### src/rtl/dual_link_pkg.sv
package dual_link_pkg;
    typedef enum logic {
        HALF_INJ = 1'b0,
        HALF_DLV = 1'b1
    } half_e;

    localparam int unsigned NUM_HALVES = 2;
endpackage

### src/rtl/dual_link_half.sv
module dual_link_half #(
    parameter int unsigned SUB = 4,
    localparam int unsigned NW = $clog2(SUB * SUB),
    localparam int unsigned IW = $clog2(SUB + 1)
) (
    input  logic [NW-1:0] node_id,
    input  logic          load,
    input  logic [IW-1:0] idx_new,
    input  logic [IW-1:0] idx_cur,
    input  logic          bot_cur,
    output logic [IW-1:0] idx_next,
    output logic          bot_next
);
    localparam int unsigned CW = NW + 1;

    logic          idx_ok;
    logic [CW-1:0] limit;

    always_comb begin
        idx_ok = (32'(idx_new) <= SUB);
        limit  = CW'(idx_new) * CW'(SUB);
        if (load && idx_ok) begin
            idx_next = idx_new;
            bot_next = (CW'(node_id) >= limit);
        end else begin
            idx_next = idx_cur;
            bot_next = bot_cur;
        end
    end
endmodule

### src/rtl/dual_link_sel.sv
module dual_link_sel #(
    parameter int unsigned SUB = 4,
    localparam int unsigned NW = $clog2(SUB * SUB),
    localparam int unsigned IW = $clog2(SUB + 1)
) (
    input  logic          clk,
    input  logic          rst_n,
    input  logic [NW-1:0] node_id,
    input  logic          cfg_load,
    input  logic [IW-1:0] cfg_inj_spare,
    input  logic [IW-1:0] cfg_dlv_spare,
    output logic          drv_top_en,
    output logic          drv_bot_en,
    output logic          rd_bot_sel
);
    import dual_link_pkg::*;

    typedef struct packed {
        logic [NUM_HALVES-1:0][IW-1:0] idx;
        logic [NUM_HALVES-1:0]         bot;
    } sel_state_t;

    sel_state_t st_d, st_q;

    logic [NUM_HALVES-1:0][IW-1:0] idx_in;
    logic [NUM_HALVES-1:0][IW-1:0] idx_nx;
    logic [NUM_HALVES-1:0]         bot_nx;

    assign idx_in[HALF_INJ] = cfg_inj_spare;
    assign idx_in[HALF_DLV] = cfg_dlv_spare;

    for (genvar h = 0; h < NUM_HALVES; h++) begin : g_half
        dual_link_half #(.SUB(SUB)) i_half (
            .node_id  (node_id),
            .load     (cfg_load),
            .idx_new  (idx_in[h]),
            .idx_cur  (st_q.idx[h]),
            .bot_cur  (st_q.bot[h]),
            .idx_next (idx_nx[h]),
            .bot_next (bot_nx[h])
        );
    end

    always_comb begin
        st_d     = st_q;
        st_d.idx = idx_nx;
        st_d.bot = bot_nx;
    end

    always_ff @(posedge clk or negedge rst_n) begin
        if (!rst_n) begin
            st_q.idx[HALF_INJ] <= IW'(SUB);
            st_q.idx[HALF_DLV] <= IW'(SUB);
            st_q.bot           <= '0;
        end else begin
            st_q <= st_d;
        end
    end

    assign drv_bot_en = st_q.bot[HALF_INJ];
    assign drv_top_en = ~st_q.bot[HALF_INJ];
    assign rd_bot_sel = st_q.bot[HALF_DLV];

    // without a strobe no output moves
    p_hold_r5: assert property (@(posedge clk) disable iff (!rst_n)
        !cfg_load |=> ($stable(drv_top_en) && $stable(drv_bot_en) && $stable(rd_bot_sel)));

    // rejected injection index keeps drivers
    p_reject_inj_r6: assert property (@(posedge clk) disable iff (!rst_n)
        (cfg_load && (32'(cfg_inj_spare) > SUB)) |=> ($stable(drv_top_en) && $stable(drv_bot_en)));

    // rejected delivery index keeps read select
    p_reject_dlv_r6: assert property (@(posedge clk) disable iff (!rst_n)
        (cfg_load && (32'(cfg_dlv_spare) > SUB)) |=> $stable(rd_bot_sel));

    // node below threshold drives the upper link
    p_top_drive_r2: assert property (@(posedge clk) disable iff (!rst_n)
        (cfg_load && (32'(cfg_inj_spare) <= SUB)
         && (32'(node_id) < 32'(cfg_inj_spare) * SUB)) |=> (drv_top_en && !drv_bot_en));

    // node at or above threshold reads the lower link
    p_bot_read_r4: assert property (@(posedge clk) disable iff (!rst_n)
        (cfg_load && (32'(cfg_dlv_spare) <= SUB)
         && (32'(node_id) >= 32'(cfg_dlv_spare) * SUB)) |=> rd_bot_sel);

    // exactly one driver enabled
    p_one_driver_r3: assert property (@(posedge clk) disable iff (!rst_n)
        $countones({drv_top_en, drv_bot_en}) == 1);
endmodule

### config.mk
export PLATFORM = sky130hd
export DESIGN_NAME = dual_link_sel
export DESIGN_NICKNAME = d
export VERILOG_FILES = /design/src/rtl/dual_link_pkg.sv /design/src/rtl/dual_link_half.sv /design/src/rtl/dual_link_sel.sv
export SDC_FILE = /design/constraint.sdc
export NUM_CORES = 1
export LEC_CHECK = 0
export BUFFER_PORTS_ARGS = -buffer_cell sky130_fd_sc_hd__buf_2
export CELL_PAD_IN_SITES_DETAIL_PLACEMENT = 2
export CELL_PAD_IN_SITES_GLOBAL_PLACEMENT = 2
export CORE_ASPECT_RATIO = 1.1
export CORE_MARGIN = 2
export CORE_UTILIZATION = 24
export DETAILED_ROUTE_END_ITERATION = 10
export PLACE_DENSITY_LB_ADDON = 0.1
export REMOVE_ABC_BUFFERS = 1
export SYNTH_ARGS = -nofsm -noshare
export SYNTH_HDL_FRONTEND = slang
export SYNTH_HIERARCHICAL = 1
export SYNTH_SLANG_ARGS = --single-unit
### constraint.sdc
create_clock -name clk -period 0.8 [get_ports clk]
set_input_delay 0.12 -clock clk [delete_from_list [all_inputs] [get_ports clk]]
set_output_delay 0.12 -clock clk [all_outputs]
set_load 0.01 [all_outputs]
==> results.ini, run 1 <==
[run_status]
status=did not finish
stop_stage=power grid generation
error=[ERROR PDN-0185] Insufficient width (28.06 um) to add straps on layer met4 in grid "grid" with total strap width 15.2 um and offset 13.6 um.

[die]
row_count=11
dieHeight_um=35.3
initial_core_util_pct=25.5
die-width_um=32.5

[synthesis]
syn_avg_cell_area_um2=8.56
yosys_warnings=6
syn_inst=25
syn_area_um2=214

==> inputs of run 2 (changes only) <==
Settings changed: CELL_PAD_IN_SITES_DETAIL_PLACEMENT 2 to default, CELL_PAD_IN_SITES_GLOBAL_PLACEMENT 2 to default, CORE_AREA from default to 2 2 63 65, CORE_ASPECT_RATIO 1.1 to default, CORE_MARGIN 2 to default, CORE_UTILIZATION 24 to default, DIE_AREA from default to 0 0 65 67, PLACE_DENSITY_LB_ADDON 0.1 to 0.15.
Clock period 0.8 ns to 1.05 ns, I/O delays scaled along.
==> results.ini, run 2 <==
[run_status]
status=completed

[placement]
placedCellCount=88
dpl.hpwl_um=637
placed_area_um2=349
port_buffers=15
gp_congestion=0.673

[power_and_ir_drop]
combPwrFrac_pct=23.6
power.switching_w=0.000123
p_sw_share_pct=23.4
ir_drop_mv=0.242
p_per_area_nw_per_um2=1230
internal_power_w=0.000401
clkPwrFrac_pct=57.8
power_frac_seq_pct=18.6
leakage_nw=0.216

[route]
final_antenna_net_count=0
routed-via-count=241
drc_errors=0
drtIter0Drc=21
avgRoutedWirePerCell_um=7.68
routed_via_density=2.62
wl_um=707
drtPass1Iterations=2

[cells_and_area]
final_cell_mix=15 x buf_2, 7 x inv_1, 3 x clkbuf_8
area_delta_synth_final_pct=98.8
antennaDiodeCount=0
postLayoutCellArea_um2=425
stdcell_count=92
drive_above_1_share_pct=45.5
layout.nets=63
layout_commonest_cell=buf_2
fillers=419

[grt]
track_usage_pct=3.74
grt_pass1_wl_mm=1.10
grt_pass1_vias=252
antenna_found_initial=0
overflow=0
grt_start_max_net_pins=5

[timing]
rsz0062_at_grt=false
finalCritPeriodShare_pct=96.7
fmax_mhz=985
hold_viol_final=0
maxSlewHeadroom_pct=83.1
slew_viol_final=0
tns_ns=0
worst_pin_slew_ns=0.250
finClkSkew_ns=0
min_period_ns=1.01
setup_violations=0

[synthesis]
yosys_warnings=6  ; unchanged
syn_avg_cell_area_um2=8.56  ; unchanged
syn_area_um2=214  ; unchanged
syn_inst=25  ; unchanged

[die]
die_area_um2=4360
coreArea_um2=3610
initial_core_util_pct=5.93  ; -20 points
pin_count=16
die-width_um=65  ; +100%
row_count=22  ; +11
dieHeight_um=67  ; +90%

[critical_path]
startpoint_type=primary input
critPathCaptureType=flop
worstPathMaxFanout=2
crit_type=in -> reg
crit_arrival_ns=1.11
cp.required_ns=1.14

[flow_run]
drv_cap=0

[clock_network]
htreeDepth=1
cts_sinks=2
cts_tree=built
clk_pin_slew_ns=0.03
cts_buffers=3
cts.path.max_buffers=2
clk_latency_ns=0.21
cts_root_buf=clkbuf_8

[worst_hold_path]
hold_path.class=in -> async

==> run 2: path summary, 6_finish.rpt <==
kind / startpoint / end / slack (ns) / cells after the start
worst max register to register: drv_bot_en$_DFF_PN0_ / drv_bot_en$_DFF_PN0_ / 0.34 / 1
min in group clk: cfg_load / rd_bot_sel$_DFF_PN0_ / 0.29 / 3
worst max-delay path: node_id[2] / rd_bot_sel$_DFF_PN0_ / 0.04 / 6
max in group asynchronous: rst_n / rd_bot_sel$_DFF_PN0_ / 0.69 / 2
worst min-delay path: rst_n / drv_bot_en$_DFF_PN0_ / 0.27 / 2
worst min register to register: rd_bot_sel$_DFF_PN0_ / rd_bot_sel$_DFF_PN0_ / 0.51 / 1
==> run 2: metal layers <==
metal	up-vias	GRT usage [%]	share of wire, %
li1	124	-	-
met1	104	3.12	37
met2	11	5.80	49
met3	2	2.36	13
met4	0	3.99	1.6
met5	-	0	0
==> run 2: critical path, stage by stage <==
cell,delay (ns)
buf_2,0.09
inv_1,0.04
ha_1,0.27
nor4bb_1,0.14
a211o_1,0.24
a22o_1,0.18
==> run 2: cell type report <==
cell class / count / area, um^2 / area share [%]
flip-flops and latches: 2 / 50.0 / 11.8
inverters: 7 / 26.3 / 6.18
repair buffers: 16 / 85.1 / 20.0
clock buffers: 3 / 41.3 / 9.71
multi-input cells: 16 / 163 / 38.2
well taps: 48 / 60.1 / 14.1
==> run 2: through the flow <==
step	setup WS, ns	util (%)	total power [W]	hold slack [ns]
final	0.0351	11.8	0.000524	0.265
after global routing	0.000367	11.8	0.000567	0.265
after CTS	0.0124	11.5	0.000537	0.265
after detailed placement	-0.231	9.68	0.000214	-0.0559
after global placement	-0.235	9.68	0.000215	-0.0532
after floorplan	-0.0621	-	0.000155	-0.138
==> run 2: power by group through the flow <==
stage,Combinational (W),Clock (W),Sequential [W]
after floorplan,0.0000521,0,0.000103
after global routing,0.000138,0.000329,0.000100
after CTS,0.000123,0.000315,0.0000987
after detailed placement,0.000115,0,0.0000995
after global placement,0.000116,0,0.0000986
final,0.000124,0.000303,0.0000973
==> run 2: repair_timing <==
| item | CTS | global route |
|---|---|---|
| buffers inserted | 0 | 0 |
| hold endpoints to repair | 2 | 0 |
| hold buffers | 1 | 0 |
| pin swaps | 2 | 0 |
| resized for setup | 1 | 1 |
| endpoints found under the setup margin | 2 | 1 |
Note: power is estimated with default switching activity, not from simulation.
==> inputs of run 3 (changes only) <==
Settings changed: PLACE_DENSITY_LB_ADDON 0.15 to default.
==> results.ini, run 3 (same netlist as run 2, synthesis figures left out) <==
[cells_and_area]
area_delta_synth_final_pct=98.8  ; unchanged
stdcell_count=92  ; unchanged
drive_above_1_share_pct=45.5  ; unchanged
layout.nets=63  ; unchanged
postLayoutCellArea_um2=425  ; unchanged
final_cell_mix=15 x buf_2, 7 x inv_1, 3 x clkbuf_8
antennaDiodeCount=0  ; unchanged
layout_commonest_cell=buf_2

[route]
drtPass1Iterations=3  ; +1
drc_errors=0  ; unchanged
avgRoutedWirePerCell_um=7.43  ; -3.3%
wl_um=684  ; -3.3%
final_antenna_net_count=0  ; unchanged
routed-via-count=253  ; +5.0%
routed_via_density=2.75  ; +5.0%
drtIter0Drc=1  ; -95%

[grt]
overflow=0  ; unchanged
track_usage_pct=3.16  ; -0.57 points
grt_start_max_net_pins=5  ; unchanged
grt_pass1_wl_um=986  ; -11%
grt_pass1_vias=240  ; -4.8%
antenna_found_initial=0  ; unchanged

[timing]
worst_pin_slew_ns=0.282  ; +0.0316 ns
finalCritPeriodShare_pct=95.0  ; -1.7 points
slew_viol_final=0  ; unchanged
setup_violations=0  ; unchanged
tns_ns=0  ; unchanged
maxSlewHeadroom_pct=81.0  ; -2.1 points
finClkSkew_ns=0  ; unchanged
rsz0062_at_grt=false
fmax_mhz=1000  ; +1.8%
min_period_ns=0.997  ; -0.0177 ns
hold_viol_final=0  ; unchanged

[clock_network]
cts_root_buf=clkbuf_8
cts_sinks=2  ; unchanged
cts_buffers=3  ; unchanged
clk_pin_slew_ns=0.03  ; about the same
cts_tree=built
htreeDepth=1  ; unchanged
cts.path.max_buffers=2  ; unchanged
clk_latency_ns=0.21  ; about the same

[die]
pin_count=16  ; unchanged
die-width_um=65  ; unchanged
initial_core_util_pct=5.93  ; unchanged
row_count=22  ; unchanged
die_area_um2=4360  ; unchanged
dieHeight_um=67  ; unchanged
coreArea_um2=3610  ; unchanged

[worst_hold_path]
hold_path.class=in -> async

[critical_path]
crit_type=in -> reg
worstPathMaxFanout=2  ; unchanged
ff2ff_path_depth=1  ; unchanged
critPathCaptureType=flop
cp.required_ns=1.14  ; about the same
crit_arrival_ns=1.09  ; -0.02 ns
rrSetupSlack_ns=0.34  ; about the same
r2r-start=drv_bot_en$_DFF_PN0_
startpoint_type=primary input
r2r-end=drv_bot_en$_DFF_PN0_

[flow_run]
drv_cap=0  ; unchanged

[placement]
gp_congestion=0.615  ; -8.6%
port_buffers=15  ; unchanged
placedCellCount=88  ; unchanged
placed_area_um2=349  ; unchanged
dpl.hpwl_um=528  ; -17%

[run_status]
status=completed

[power_and_ir_drop]
leakage_nw=0.216  ; unchanged
ir_drop_mv=0.227  ; -5.9%
finalPower_w=0.000524  ; about the same
p_per_area_nw_per_um2=1230  ; about the same

## run 3: layout make-up
| type | count | area, um^2 |
|---|---|---|
| clock buffers | 3 | 41.3 |
| fillers | 420 | 3180 |
| inverters | 7 | 26.3 |
| multi-input cells | 16 | 163 |
| flip-flops and latches | 2 | 50.0 |
| well taps | 48 | 60.1 |
| repair buffers | 16 | 85.1 |
## run 3: worst max-delay path by stage
stage,endpoint,start
CTS,rd_bot_sel$_DFF_PN0_,node_id[3]
detailed placement,rd_bot_sel$_DFF_PN0_,node_id[3]
global placement,rd_bot_sel$_DFF_PN0_,node_id[3]
finish,rd_bot_sel$_DFF_PN0_,node_id[2]
global route,drv_bot_en$_DFF_PN0_,node_id[2]
floorplan,drv_bot_en$_DFF_PN0_,node_id[2]
## run 3: repair_timing
item,4_1_cts,5_1_grt
gates resized for setup,0,2
setup endpoints to repair,0,2
hold endpoints to repair,2,0
hold buffers,1,0
buffers inserted,0,0
## run 3: power breakdown
part	switching (W)	internal, W
logic	0.0000550	0.0000700
registers	0.00000758	0.0000895
clock network	0.0000594	0.000242
total	0.000122	0.000402
## run 3: metrics by stage
step | utilization, % | setup WS [ns] | hold WS [ns]
3_3_place_gp | 9.68 | -0.214 | -0.0553
2_1_floorplan | - | -0.0621 | -0.138
6_report | 11.8 | 0.0528 | 0.261
3_5_place_dp | 9.68 | -0.217 | -0.0566
5_1_grt | 11.8 | 0.0125 | 0.277
4_1_cts | 11.1 | 0.000882 | 0.260
## run 3: critical path, cell delays in order
cell and delay (ns):
buf_2 0.08, inv_1 0.04, ha_1 0.27, nor4bb_1 0.14, a211o_1 0.23, a22o_1 0.18
## run 3: routing by layer
metal	global-route usage (%)	part of all wire (%)	vias up
met5	0	0	-
met4	3.19	0	0
met3	1.86	16	0
met2	4.77	45	14
met1	2.90	38	114
li1	-	-	125
